File: src/rtl/sdram_init_pkg.sv
`timescale 1ns/1ps
package sdram_init_pkg;

  // {cs_n, ras_n, cas_n, we_n}
  typedef enum logic [3:0] {
    CMD_MRS = 4'b0000,
    CMD_REF = 4'b0001,
    CMD_PRE = 4'b0010,
    CMD_NOP = 4'b0111
  } cmd_t;

  typedef enum logic [2:0] {
    ST_PAUSE,
    ST_PRE,
    ST_GAP_RP,
    ST_REF,
    ST_GAP_RFC,
    ST_MRS,
    ST_GAP_MRD,
    ST_DONE
  } step_t;

  // number of settling cycles for a pause of us microseconds at mhz
  function automatic int unsigned pause_cycles(int unsigned mhz, int unsigned us);
    int unsigned n;
    n = mhz * us;
    if (n < 1) n = 1;
    return n;
  endfunction

  function automatic int unsigned at_least(int unsigned v, int unsigned floor_v);
    return (v < floor_v) ? floor_v : v;
  endfunction

  function automatic int unsigned max_of4(int unsigned a, int unsigned b,
                                          int unsigned c, int unsigned d);
    int unsigned m;
    m = a;
    if (b > m) m = b;
    if (c > m) m = c;
    if (d > m) m = d;
    return m;
  endfunction

  // mode register word as placed on the address pins
  function automatic logic [11:0] mode_word(logic [2:0] burst_code, logic burst_ilv,
                                            logic [2:0] cas_lat, logic wr_single);
    logic [11:0] w;
    w       = '0;
    w[2:0]  = burst_code;
    w[3]    = burst_ilv;
    w[6:4]  = cas_lat;
    w[9]    = wr_single;
    return w;
  endfunction

endpackage

File: src/rtl/sdram_init_timer.sv
`timescale 1ns/1ps
module sdram_init_timer #(
  parameter int unsigned CW      = 16,
  parameter int unsigned RST_VAL = 0
) (
  input  logic          clk,
  input  logic          rst,
  input  logic          load,
  input  logic [CW-1:0] load_val,
  output logic          expired
);

  logic [CW-1:0] cnt;

  always_ff @(posedge clk) begin
    if (rst)              cnt <= CW'(RST_VAL);
    else if (load)        cnt <= load_val;
    else if (cnt != '0)   cnt <= cnt - 1'b1;
  end

  assign expired = (cnt == '0);

  // the down-counter rests at zero instead of wrapping
  assert_no_wrap_R2: assert property (@(posedge clk) disable iff (rst)
    (!load && expired) |=> expired);

  // a load of a non-zero value always yields at least one waiting cycle
  assert_load_waits_R4: assert property (@(posedge clk) disable iff (rst)
    (load && (load_val != '0)) |=> !expired);

endmodule

File: src/rtl/sdram_init_fsm.sv
`timescale 1ns/1ps
module sdram_init_fsm
  import sdram_init_pkg::*;
#(
  parameter int unsigned REF_N      = 2,
  parameter bit          MODE_FIRST = 1'b0,
  parameter int unsigned CW         = 16,
  parameter int unsigned RP_LOAD    = 0,
  parameter int unsigned RFC_LOAD   = 0,
  parameter int unsigned MRD_LOAD   = 0
) (
  input  logic          clk,
  input  logic          rst,
  input  logic          expired,
  output step_t         step,
  output logic          load,
  output logic [CW-1:0] load_val,
  output logic          pre_fire,
  output logic          ref_fire,
  output logic          mrs_fire,
  output logic          done
);

  localparam int unsigned RW = $clog2(REF_N + 1);

  step_t         nxt;
  logic [RW-1:0] ref_cnt;
  logic          refs_complete;

  assign refs_complete = (ref_cnt == RW'(REF_N));

  always_comb begin
    nxt      = step;
    load     = 1'b0;
    load_val = '0;
    unique case (step)
      ST_PAUSE:   if (expired) nxt = ST_PRE;
      ST_PRE: begin
        nxt      = ST_GAP_RP;
        load     = 1'b1;
        load_val = CW'(RP_LOAD);
      end
      ST_GAP_RP:  if (expired) nxt = MODE_FIRST ? ST_MRS : ST_REF;
      ST_REF: begin
        nxt      = ST_GAP_RFC;
        load     = 1'b1;
        load_val = CW'(RFC_LOAD);
      end
      ST_GAP_RFC: begin
        if (expired) begin
          if (!refs_complete) nxt = ST_REF;
          else                nxt = MODE_FIRST ? ST_DONE : ST_MRS;
        end
      end
      ST_MRS: begin
        if (MODE_FIRST) begin
          nxt      = ST_GAP_MRD;
          load     = 1'b1;
          load_val = CW'(MRD_LOAD);
        end else begin
          nxt = ST_DONE;
        end
      end
      ST_GAP_MRD: if (expired) nxt = ST_REF;
      ST_DONE:    nxt = ST_DONE;
      default:    nxt = ST_PAUSE;
    endcase
  end

  always_ff @(posedge clk) begin
    if (rst) begin
      step    <= ST_PAUSE;
      ref_cnt <= '0;
    end else begin
      step <= nxt;
      if (step == ST_REF) ref_cnt <= ref_cnt + 1'b1;
    end
  end

  assign pre_fire = (step == ST_PRE);
  assign ref_fire = (step == ST_REF);
  assign mrs_fire = (step == ST_MRS);
  assign done     = (step == ST_DONE);

  // at most one real command per cycle
  assert_one_cmd_R5: assert property (@(posedge clk) disable iff (rst)
    $onehot0({pre_fire, ref_fire, mrs_fire}));

  // completion only after the full refresh count
  assert_ref_total_R4: assert property (@(posedge clk) disable iff (rst)
    $rose(done) |-> (ref_cnt == RW'(REF_N)));

  // completion is sticky until reset
  assert_done_sticky_R7: assert property (@(posedge clk) disable iff (rst)
    done |=> done);

  generate
    if (MODE_FIRST) begin : g_swap
      // mode write never ends the sequence in swapped order
      assert_mrs_then_gap_R6: assert property (@(posedge clk) disable iff (rst)
        mrs_fire |=> !done);
    end else begin : g_plain
      assert_done_after_mrs_R7: assert property (@(posedge clk) disable iff (rst)
        mrs_fire |=> done);
    end
  endgenerate

endmodule

File: src/rtl/sdram_cmd_drive.sv
`timescale 1ns/1ps
module sdram_cmd_drive
  import sdram_init_pkg::*;
#(
  parameter logic [11:0] MODE_VAL = 12'h000,
  parameter int unsigned DQM_W    = 2
) (
  input  step_t             step,
  output logic              cke,
  output logic [DQM_W-1:0]  dqm,
  output logic              cs_n,
  output logic              ras_n,
  output logic              cas_n,
  output logic              we_n,
  output logic [1:0]        ba,
  output logic [11:0]       addr,
  output logic              cmd_nop
);

  localparam int unsigned ALL_BANKS_BIT = 10;

  cmd_t cmd;

  always_comb begin
    cmd  = CMD_NOP;
    addr = '0;
    unique case (step)
      ST_PRE: begin
        cmd                 = CMD_PRE;
        addr[ALL_BANKS_BIT] = 1'b1;
      end
      ST_REF: cmd = CMD_REF;
      ST_MRS: begin
        cmd  = CMD_MRS;
        addr = MODE_VAL;
      end
      default: cmd = CMD_NOP;
    endcase
  end

  assign {cs_n, ras_n, cas_n, we_n} = cmd;
  assign ba      = 2'b00;
  assign cke     = 1'b1;
  assign dqm     = '1;
  assign cmd_nop = (cmd == CMD_NOP);

endmodule

File: src/rtl/sdram_bringup_seq.sv
`timescale 1ns/1ps
module sdram_bringup_seq
  import sdram_init_pkg::*;
#(
  parameter int unsigned CLK_MHZ          = 200,
  parameter int unsigned PAUSE_US         = 200,
  parameter int unsigned REFRESH_COUNT    = 2,
  parameter logic [2:0]  BURST_CODE       = 3'd3,
  parameter bit          BURST_INTERLEAVE = 1'b0,
  parameter logic [2:0]  CAS_LAT          = 3'd3,
  parameter bit          WRITE_SINGLE     = 1'b0,
  parameter bit          MODE_FIRST       = 1'b0,
  parameter int unsigned TRP_CYC          = 4,
  parameter int unsigned TRFC_CYC         = 14,
  parameter int unsigned TMRD_CYC         = 2,
  parameter int unsigned DQM_W            = 2
) (
  input  logic             clk,
  input  logic             rst,
  output logic             cke,
  output logic [DQM_W-1:0] dqm,
  output logic             cs_n,
  output logic             ras_n,
  output logic             cas_n,
  output logic             we_n,
  output logic [1:0]       ba,
  output logic [11:0]      addr,
  output logic             init_done
);

  localparam int unsigned PAUSE_N  = pause_cycles(CLK_MHZ, PAUSE_US);
  localparam int unsigned REF_N    = at_least(REFRESH_COUNT, 2);
  localparam int unsigned RP_N     = at_least(TRP_CYC, 1);
  localparam int unsigned RFC_N    = at_least(TRFC_CYC, 1);
  localparam int unsigned MRD_N    = at_least(TMRD_CYC, 1);
  localparam int unsigned LONGEST  = max_of4(PAUSE_N, RP_N, RFC_N, MRD_N);
  localparam int unsigned CW       = $clog2(LONGEST + 1);
  localparam logic [11:0] MODE_VAL = mode_word(BURST_CODE, BURST_INTERLEAVE,
                                               CAS_LAT, WRITE_SINGLE);

  step_t         step;
  logic          load;
  logic [CW-1:0] load_val;
  logic          expired;
  logic          pre_fire;
  logic          ref_fire;
  logic          mrs_fire;
  logic          done;
  logic          cmd_nop;

  sdram_init_timer #(
    .CW      (CW),
    .RST_VAL (PAUSE_N - 1)
  ) u_timer (
    .clk      (clk),
    .rst      (rst),
    .load     (load),
    .load_val (load_val),
    .expired  (expired)
  );

  sdram_init_fsm #(
    .REF_N      (REF_N),
    .MODE_FIRST (MODE_FIRST),
    .CW         (CW),
    .RP_LOAD    (RP_N - 1),
    .RFC_LOAD   (RFC_N - 1),
    .MRD_LOAD   (MRD_N - 1)
  ) u_fsm (
    .clk      (clk),
    .rst      (rst),
    .expired  (expired),
    .step     (step),
    .load     (load),
    .load_val (load_val),
    .pre_fire (pre_fire),
    .ref_fire (ref_fire),
    .mrs_fire (mrs_fire),
    .done     (done)
  );

  sdram_cmd_drive #(
    .MODE_VAL (MODE_VAL),
    .DQM_W    (DQM_W)
  ) u_drive (
    .step    (step),
    .cke     (cke),
    .dqm     (dqm),
    .cs_n    (cs_n),
    .ras_n   (ras_n),
    .cas_n   (cas_n),
    .we_n    (we_n),
    .ba      (ba),
    .addr    (addr),
    .cmd_nop (cmd_nop)
  );

  assign init_done = done;

  // the cycle after precharge or refresh is a no-operation gap cycle
  assert_pre_gap_R4: assert property (@(posedge clk) disable iff (rst)
    pre_fire |=> cmd_nop);
  assert_ref_gap_R4: assert property (@(posedge clk) disable iff (rst)
    ref_fire |=> cmd_nop);

  // finished sequencer keeps the bus quiet
  assert_done_quiet_R7: assert property (@(posedge clk) disable iff (rst)
    init_done |-> (cmd_nop && !cs_n));

  // the pause begins with a no-operation right after reset
  assert_pause_start_R2: assert property (@(posedge clk) disable iff (rst)
    $fell(rst) |-> (cmd_nop && !init_done));

endmodule

File: config.mk
export PLATFORM = sky130hd
export DESIGN_NAME = sdram_bringup_seq
export DESIGN_NICKNAME = d
export VERILOG_FILES = /design/src/rtl/sdram_init_pkg.sv /design/src/rtl/sdram_init_timer.sv /design/src/rtl/sdram_init_fsm.sv /design/src/rtl/sdram_cmd_drive.sv /design/src/rtl/sdram_bringup_seq.sv
export SDC_FILE = /design/constraint.sdc
export NUM_CORES = 1
export LEC_CHECK = 0
export BUFFER_PORTS_ARGS = -buffer_cell sky130_fd_sc_hd__clkbuf_2
export CAP_MARGIN = 20
export CORE_ASPECT_RATIO = 0.5
export CORE_UTILIZATION = 49
export DETAILED_ROUTE_END_ITERATION = 8
export HOLD_SLACK_MARGIN = 0.03
export PLACE_DENSITY = 0.84
export SETUP_SLACK_MARGIN = 0.05
export SLEW_MARGIN = 20
export SYNTH_ARGS = -nofsm -noshare
export SYNTH_HDL_FRONTEND = slang
export SYNTH_SLANG_ARGS = --single-unit
File: constraint.sdc
create_clock -name clk -period 2.2 [get_ports clk]
set_clock_uncertainty 0.2 [all_clocks]
set_input_delay 0.44 -clock clk [delete_from_list [all_inputs] [get_ports clk]]
set_output_delay 0.44 -clock clk [all_outputs]
set_load 0.02 [all_outputs]
==> results of run 1 <==
through the flow:
| step | cell area (µm²) | instances |
|---|---|---|
| after CTS | 1379 | 197 |
| after detailed placement | 1333 | 193 |
| after floorplan | 1325 | 163 |
| final | 1389 | 198 |
| after global placement | 1333 | 193 |
| after global routing | 1389 | 198 |
cell families (layout without fill, tap and decap cells):
| logic type | count (synthesis) | after routing |
|---|---|---|
| and+or+nand+nor | 60 | 60 |
| adders and majority gates | 2 | 2 |
| other | 2 | 13 |
| xor gates and xnor gates | 4 | 4 |
| DFF | 21 | 21 |
| buffers and inverters | 28 | 28 |
| AOI/OAI and AO/OA | 35 | 35 |
synth_stat cells, types with 2 or more instances:
master     n  area [µm²]
o21ai_0    6       30.03
a21oi_1    5       25.02
and3_1     3       18.77
buf_4     16       120.1
nand3_1    3       15.01
o21a_1     2       15.01
nor4_4     2       42.54
nand2_1   10       37.54
inv_1      5       18.77
clkbuf_1   7       26.28
nor4b_1    3       26.28
dfxtp_1   21       420.4
xor2_1     2       17.52
xnor2_1    2       17.52
o41ai_1    2       17.52
or3_1      6       37.54
a21boi_0   3       22.52
nor4_1     3       18.77
a311o_1    4       40.04
nor3_1     5       25.02
o311ai_0   3       26.28
nand4_1    2       12.51
or4_1      2       15.01
conb_1     2       7.510
nor2_1    11       41.29
ha_1       2       25.02
layout make-up:
class	count	area (µm²)	share of cell area [%]
Sequential cell	21	420.4	30.27
Timing Repair Buffer	19	117.6	8.468
Tap cell	35	43.79	3.153
Multi-Input combinational cell	114	742.0	53.42
Inverter	5	18.77	1.351
Clock buffer	3	41.29	2.973
Clock inverter	1	5.005	0.3604
registers in the layout, indices dropped and copies added, names as in the netlist:
| name | cells |
|---|---|
| u_timer.cnt | 16 |
| u_fsm.step | 3 |
| u_fsm.ref_cnt | 2 |
power groups by stage:
| stage | Combinational, µW | Clock [µW] | Sequential [µW] |
|---|---|---|---|
| detailed placement | 50.2 | 0 | 398 |
| global route | 57.3 | 277 | 391 |
| floorplan | 57.8 | 0 | 397 |
| global placement | 49.2 | 0 | 398 |
| finish | 51.7 | 263 | 390 |
| CTS | 50.4 | 267 | 389 |
final timing paths:
| check | depth (start not counted) | slack (ns) | end | start |
|---|---|---|---|---|
| max | 6 | 0.18 | u_timer.cnt[9]$_SDFFE_PP0P_ | u_timer.cnt[0]$_SDFFE_PP1P_ |
| min | 2 | 0.28 | u_timer.cnt[12]$_SDFFE_PP1P_ | rst |
| max reg2reg | 6 | 0.18 | u_timer.cnt[9]$_SDFFE_PP0P_ | u_timer.cnt[0]$_SDFFE_PP1P_ |
| min reg2reg | 2 | 0.33 | u_fsm.ref_cnt[1]$_SDFFE_PP0P_ | u_fsm.ref_cnt[1]$_SDFFE_PP0P_ |
what timing repair did:
action,CTS,global route
setup buffers,0,1
endpoints found under the setup margin,0,4
resized for setup,0,1
critical path, stage by stage, from the launching register on:
cell      delay [ns]
dfxtp_1         0.39
inv_1           0.09
ha_2            0.23
nor4b_1         0.14
and4_2          0.26
or3_2           0.45
a21boi_0        0.18
layer usage:
metal	wire (µm)	global-route usage, %	up-vias
li1	-	-	559
met1	1352	27.32	518
met3	164	6.842	9
met4	53	7.075	0
met5	0	0	-
met2	1159	33.56	49
==> results_dict.tcl, run 1 <==
set metrics [dict create \
    grt_pass1_vias 969 \
    peakVddDrop_mv 0.2043 \
    final_cell_mix "dfxtp_1, conb_1, nor2_1" \
    synth_top_family_by_area "simple AND/OR/NAND/NOR gates" \
    ys_types 46 \
    postCtsHoldBufs 0 \
    root_buffer "clkbuf_8" \
    clk_path_buf_depth 2 \
    ant_nets 0 \
    min_period_ns 2.021 \
    hold_viol 0 \
    maxSlewViolCount 0 \
    clock_power_share_pct 37.3 \
    ys.flop_type "dfxtp_1" \
    drt_iter0_markers 81 \
    cp_data_required_time_ns 2.19 \
    relSlewSlack_pct 65.39 \
    dp_hpwl_um 1880 \
    core_region_area_um2 2342 \
    drv_cap 0 \
    cts_made_buffers 3 \
    yosys_warnings 0 \
    synth_cells 152 \
    async_flop_share_pct 0 \
    cp-end-kind "flip-flop" \
    start_kind "flip-flop" \
    grt_max_degree 17 \
    fin_crit_sh_pct 91.87 \
    final_util_pct 59.29 \
    place_congestion 0.8337 \
    synth_xor_area_share_pct 2.729 \
    cts.clk_slew.worst_paths_ns 0.08 \
    path_class "flip-flop to flip-flop" \
    synth_compound_area_share_pct 20.27 \
    tritoncts "done" \
    route.detailed.drc 0 \
    arrival_ns 2.01 \
    power_density_nw_per_um2 507.4 \
    rsz0062_at_grt "false" \
    n_antenna_cell 0 \
    nets 168 \
    io_pins 24 \
    dr.pass1.iters 4 \
    synth.area.mux_share_pct 0 \
    die-area_um2 2841 \
    routed_wl_um 2729 \
    final-setup-viol-count 0 \
    wl_per_cell_um 13.78 \
    synth-simple-area-share_pct 28.85 \
    gr-total-overflow 0 \
    rows 12 \
    syn_area_um2 1284 \
    fmax_mhz 494.8 \
    fin_total_pwr_uw 704.7 \
    vias 1135 \
    final_common_cell "dfxtp_1" \
    pwr-share-comb_pct 7.3 \
    pre_cts_slack_ns 0.1352 \
    pwr-share-seq_pct 55.4 \
    synth-edff-count 0 \
    synth_fa_ha_area_share_pct 1.949 \
    status "finished, final reports clean" \
    clkSinkCount 21 \
    ys_ff_latch 21 \
    htreeDepth 1 \
    setup_slack_ns 0.1789 \
    initial_utilization_pct 54.81 \
    cp_max_fo 7 \
    syn_area_per_cell_um2 8.446 \
    grt_usage_pct 21.15 \
    syn2layout_area_growth_pct 8.187 \
    leakagePower_uw 0.0005469 \
    portBuffers 10 \
    drive_gt1_share_pct 20.25 \
    switchingPower_uw 180.0 \
    grt_antenna_before_repair 0 \
    hold_path.class "primary input to flip-flop" \
    clock_latency_ns 0.27 \
    seq_area_frac_synth_pct 32.75 \
    die_w_um 74.39 \
    holdWs_ns 0.2799 \
    fp.dieH_um 38.20 \
    grt_pass1_wl_um 4402 \
    tns_ns 0 \
    swShare_pct 25.55 \
    p_int_uw 524.7 \
    tightest_slew_ns 0.5172 \
    fillers 210 \
    viasPerCell 5.732 \
]
No activity file was read; power rests on OpenSTA's default activity.
==> inputs of run 2 (changes only) <==
Settings changed: PLACE_DENSITY 0.84 to 0.77.
==> run 2 against run 1 <==
- flip-flop and latch count unchanged
- sequential power about the same
- utilization decreased by 0.11 points
- highest routed layer unchanged
==> results_dict.tcl, run 2 (same netlist as run 1, synthesis figures left out) <==
set metrics [dict create \
    tritoncts "done" \
    drive_gt1_share_pct 19.63 \
    slowest_delay_ns 0.57 \
    holdWs_ns 0.3277 \
    clock_latency_ns 0.27 \
    timing.rr.end "u_timer.cnt[7]$_SDFFE_PP0P_" \
    arrival_ns 1.38 \
    portBuffers 10 \
    slowest_stage "dfxtp_1" \
    dr.pass1.iters 5 \
    worstPathCellList "inv_1 > and3_1 > clkbuf_2" \
    viasPerCell 5.707 \
    fin_crit_sh_pct 91.67 \
    final-setup-viol-count 0 \
    start_kind "flip-flop" \
    hp-start "u_fsm.ref_cnt[1]$_SDFFE_PP0P_" \
    grt_pass1_wl_um 4574 \
    final_common_cell "dfxtp_1" \
    path_class "flip-flop to primary output" \
    cp_data_required_time_ns 1.56 \
    grt_antenna_before_repair 0 \
    clk_path_buf_depth 2 \
    leakagePower_uw 0.0005497 \
    routed_wl_um 2629 \
    rsz0062_at_grt "false" \
    postCtsHoldBufs 0 \
    status "finished, final reports clean" \
    core_region_area_um2 2342 \
    cts_resized 0 \
    hold_path.class "flip-flop to flip-flop" \
    regToRegStartpoint "u_timer.cnt[0]$_SDFFE_PP1P_" \
    rrSetupSlack_ns 0.20 \
    startpoint "u_fsm.step[1]$_SDFFE_PP0P_" \
    cp-end-kind "primary output" \
    gr-total-overflow 0 \
    grt_usage_pct 22.25 \
    drt_iter0_markers 94 \
    syn2layout_area_growth_pct 7.992 \
    cts_made_buffers 3 \
    min_to "u_fsm.ref_cnt[1]$_SDFFE_PP0P_" \
    fmax_mhz 495.8 \
    ant_nets 0 \
    tns_ns 0 \
    hold_viol 0 \
    top_register "u_timer.cnt" \
    cp_top_family "flip-flops" \
    cp_max_fo 11 \
    clkSinkCount 21 \
    vias 1130 \
    peakVddDrop_mv 0.2309 \
    htreeDepth 1 \
    die_w_um 74.39 \
    pre_cts_slack_ns 0.2202 \
    nets 168 \
    power_density_nw_per_um2 506.5 \
    cts.clk_slew.worst_paths_ns 0.08 \
    wl_per_cell_um 13.28 \
    r2r_cells 6 \
    tightest_slew_ns 0.5338 \
    fin_total_pwr_uw 702.2 \
    maxSlewViolCount 0 \
    io_pins 24 \
    drv_cap 0 \
    dp_hpwl_um 1942 \
    root_buffer "clkbuf_8" \
    rows 12 \
    largest_register_ffs 16 \
    final_cell_mix "dfxtp_1, conb_1, nor2_1" \
    setup_slack_ns 0.1832 \
    min_period_ns 2.017 \
    crit_buf_inv 2 \
    postCtsSetupBuffers 0 \
    die-area_um2 2841 \
    n_antenna_cell 0 \
    grt_pass1_vias 1013 \
    top_regs "u_timer.cnt: 16 flops, u_fsm.step: 3 flops, u_fsm.ref_cnt: 2 flops" \
    route.detailed.drc 0 \
    relSlewSlack_pct 64.14 \
    grt_max_degree 17 \
    initial_utilization_pct 54.81 \
    fp.dieH_um 38.20 \
    whs_path_depth 2 \
    place_congestion 0.8734 \
]
-- run 2: layout make-up --
cell class / count / area, µm²
Clock buffer: 3 / 41.29
Clock inverter: 1 / 5.005
Sequential cell: 21 / 420.4
Inverter: 5 / 18.77
Multi-Input combinational cell: 114 / 739.5
Timing Repair Buffer: 19 / 117.6
Fill cell: 207 / 955.9
Tap cell: 35 / 43.79
-- run 2: worst max-delay path by stage --
stage	to	cells past startpoint	slack (ns)
2_1_floorplan	u_timer.cnt[7]$_SDFFE_PP0P_	7	0.20
3_3_place_gp	u_timer.cnt[7]$_SDFFE_PP0P_	6	0.29
3_5_place_dp	u_timer.cnt[7]$_SDFFE_PP0P_	6	0.22
4_1_cts	addr[4]	3	0.17
5_1_grt	addr[0]	3	0.07
6_report	addr[4]	3	0.18
-- run 2: report_power, final --
part | internal [µW] | total [µW] | switching, µW
registers | 384 | 389 | 4.97
logic | 12.0 | 49.3 | 37.3
clock network | 127 | 264 | 137
total | 523 | 702 | 179
-- run 2: per-layer routing --
layer | share of wire [%] | routed length (µm) | vias to the layer above | GRT usage (%)
met4 | 1.3 | 33 | 0 | 9.434
met1 | 49 | 1290 | 518 | 27.59
met2 | 44 | 1150 | 46 | 36.71
met3 | 5.9 | 155 | 2 | 6.316
met5 | 0 | 0 | - | 0
li1 | - | - | 564 | -
-- run 2: metrics by stage --
step | util [%] | instance area, µm² | std cells
2_1_floorplan | - | 1325 | 163
4_1_cts | 59.19 | 1386 | 198
5_1_grt | 59.19 | 1386 | 198
6_report | 59.19 | 1386 | 198
3_3_place_gp | 57.21 | 1340 | 194
3_5_place_dp | 57.21 | 1340 | 194
-- run 2: worst register-to-register path, cell delays in order, from the launching register on --
cell and delay (ns):
dfxtp_1 0.37, inv_1 0.07, ha_1 0.24, nor4b_1 0.16, and4_2 0.25, or4_1 0.46, a21boi_0 0.18
==> inputs of run 3 (changes only) <==
Settings changed: RECOVER_POWER from default to 25, SKIP_CTS_REPAIR_TIMING from default to 1.
==> run 3 against run 2 <==
- via count shrank 0.44%
- sequential share of layout area grew 0.11 points
- first-iteration DRC count is the same
- clock power is essentially flat
- critical path depth is the same
- die area is the same
- critical endpoint unchanged
- non-clock buffer count is the same
- register-to-register slack is essentially flat
- power shrank 0.17%
- largest power group unchanged
- final cell count is the same
==> results_dict.tcl, run 3 (same netlist as run 1, synthesis figures left out) <==
set metrics [dict create \
    ant_nets 0 \
    tns_ns 0 \
    wl_per_cell_um 13.19 \
    clkSinkCount 21 \
    drt_iter0_markers 94 \
    cts.clk_slew.worst_paths_ns 0.08 \
    syn2layout_area_growth_pct 7.602 \
    grt_antenna_before_repair 0 \
    rsz0062_at_grt "false" \
    tightest_slew_ns 0.5180 \
    cts_made_buffers 3 \
    place_congestion 0.8734 \
    min_to "u_fsm.ref_cnt[1]$_SDFFE_PP0P_" \
    clock_latency_ns 0.27 \
    whs_path_depth 2 \
    route.detailed.drc 0 \
    vias 1125 \
    slowest_delay_ns 0.57 \
    die-area_um2 2841 \
    peakVddDrop_mv 0.2308 \
    final-setup-viol-count 0 \
    fp.dieH_um 38.20 \
    leakagePower_uw 0.0005454 \
    hp-start "u_fsm.ref_cnt[1]$_SDFFE_PP0P_" \
    start_kind "flip-flop" \
    initial_utilization_pct 54.81 \
    path_class "flip-flop to primary output" \
    nets 168 \
    viasPerCell 5.682 \
    drv_cap 0 \
    power_density_nw_per_um2 507.5 \
    cp_max_fo 11 \
    r2r_cells 6 \
    grt_pass1_vias 1013 \
    final_common_cell "dfxtp_1" \
    root_buffer "clkbuf_8" \
    dp_cells 194 \
    htreeDepth 1 \
    stdcell_count 198 \
    worstPathCellList "inv_1 > and3_1 > clkbuf_2" \
    fmax_mhz 495.8 \
    hold_viol 0 \
    cp_data_required_time_ns 1.56 \
    top_register "u_timer.cnt" \
    gr-total-overflow 0 \
    fin_crit_sh_pct 91.69 \
    drive_gt1_share_pct 18.40 \
    rrSetupSlack_ns 0.20 \
    timing.rr.end "u_timer.cnt[7]$_SDFFE_PP0P_" \
    top_regs "u_timer.cnt: 16 flops, u_fsm.step: 3 flops, u_fsm.ref_cnt: 2 flops" \
    final_util_pct 58.97 \
    relSlewSlack_pct 65.20 \
    die_w_um 74.39 \
    status "finished, final reports clean" \
    dr.pass1.iters 4 \
    portBuffers 10 \
    grt_max_degree 17 \
    final_cell_mix "dfxtp_1, conb_1, nor2_1" \
    tritoncts "done" \
    dp_hpwl_um 1942 \
    fin_area_um2 1381 \
    n_antenna_cell 0 \
    hold_path.class "flip-flop to flip-flop" \
    slowest_stage "dfxtp_1" \
    core_region_area_um2 2342 \
    maxSlewViolCount 0 \
    regToRegStartpoint "u_timer.cnt[0]$_SDFFE_PP1P_" \
    rows 12 \
    min_period_ns 2.017 \
    fin_total_pwr_uw 701.0 \
    cp-end-kind "primary output" \
    largest_register_ffs 16 \
    grt_pass1_wl_um 4574 \
    routed_wl_um 2612 \
    grt_usage_pct 22.25 \
    io_pins 24 \
    clk_path_buf_depth 2 \
    arrival_ns 1.38 \
    dpl_cell_area_um2 1340 \
]
==> run 3: cell types whose count changed in the layout (fill, tap and decap cells not counted) <==
cell / change
and4_2: -1
clkbuf_1: +1
buf_4: -1
and4_1: +1
==> run 3: cell type report <==
type                       count  area [µm²]
tap                           35       43.79
timing repair buffer          19       113.9
clock inverter                 1       5.005
sequential                    21       420.4
clock buffer                   3       41.29
inverter                       5       18.77
fill                         210       960.9
multi-input combinational    114       738.2
==> run 3: where the power goes <==
part | internal, µW | total [µW] | leakage, µW | switching, µW
clock | 126 | 262 | 0.0000255 | 136
combinational | 12.0 | 49.2 | 0.000350 | 37.2
sequential | 384 | 389 | 0.000170 | 5.06
total | 523 | 701 | 0.000545 | 178
==> run 3: through the flow <==
step                      worst slack [ns]  hold WS, ns
after floorplan                     0.1974       0.2949
after detailed placement            0.2202       0.3211
after CTS                           0.1718       0.3326
after global placement              0.2875       0.3109
after global routing               0.06893       0.3442
final                               0.1829       0.3277
==> run 3: worst max-delay path: cells and delay by family, from the launching register on <==
kind	cells	cell delay (ns)
buffers and inverters	2	0.30
and+or+nand+nor	1	0.24
DFF	1	0.57
==> run 3: worst max path at each step <==
stage,start,endpoint,cells past startpoint
2_1_floorplan,u_timer.cnt[0]$_SDFFE_PP1P_,u_timer.cnt[7]$_SDFFE_PP0P_,7
3_3_place_gp,u_timer.cnt[0]$_SDFFE_PP1P_,u_timer.cnt[7]$_SDFFE_PP0P_,6
3_5_place_dp,u_timer.cnt[0]$_SDFFE_PP1P_,u_timer.cnt[7]$_SDFFE_PP0P_,6
4_1_cts,u_fsm.step[1]$_SDFFE_PP0P_,addr[4],3
5_1_grt,u_timer.cnt[0]$_SDFFE_PP1P_,u_timer.cnt[7]$_SDFFE_PP0P_,6
6_report,u_fsm.step[1]$_SDFFE_PP0P_,addr[4],3
==> run 3: layer usage <==
layer | track usage, % | up-vias | part of all wire [%]
li1 | - | 562 | -
met1 | 27.59 | 521 | 50
met2 | 36.71 | 40 | 44
met3 | 6.316 | 2 | 4.3
met4 | 9.434 | 0 | 1.3
met5 | 0 | - | 0
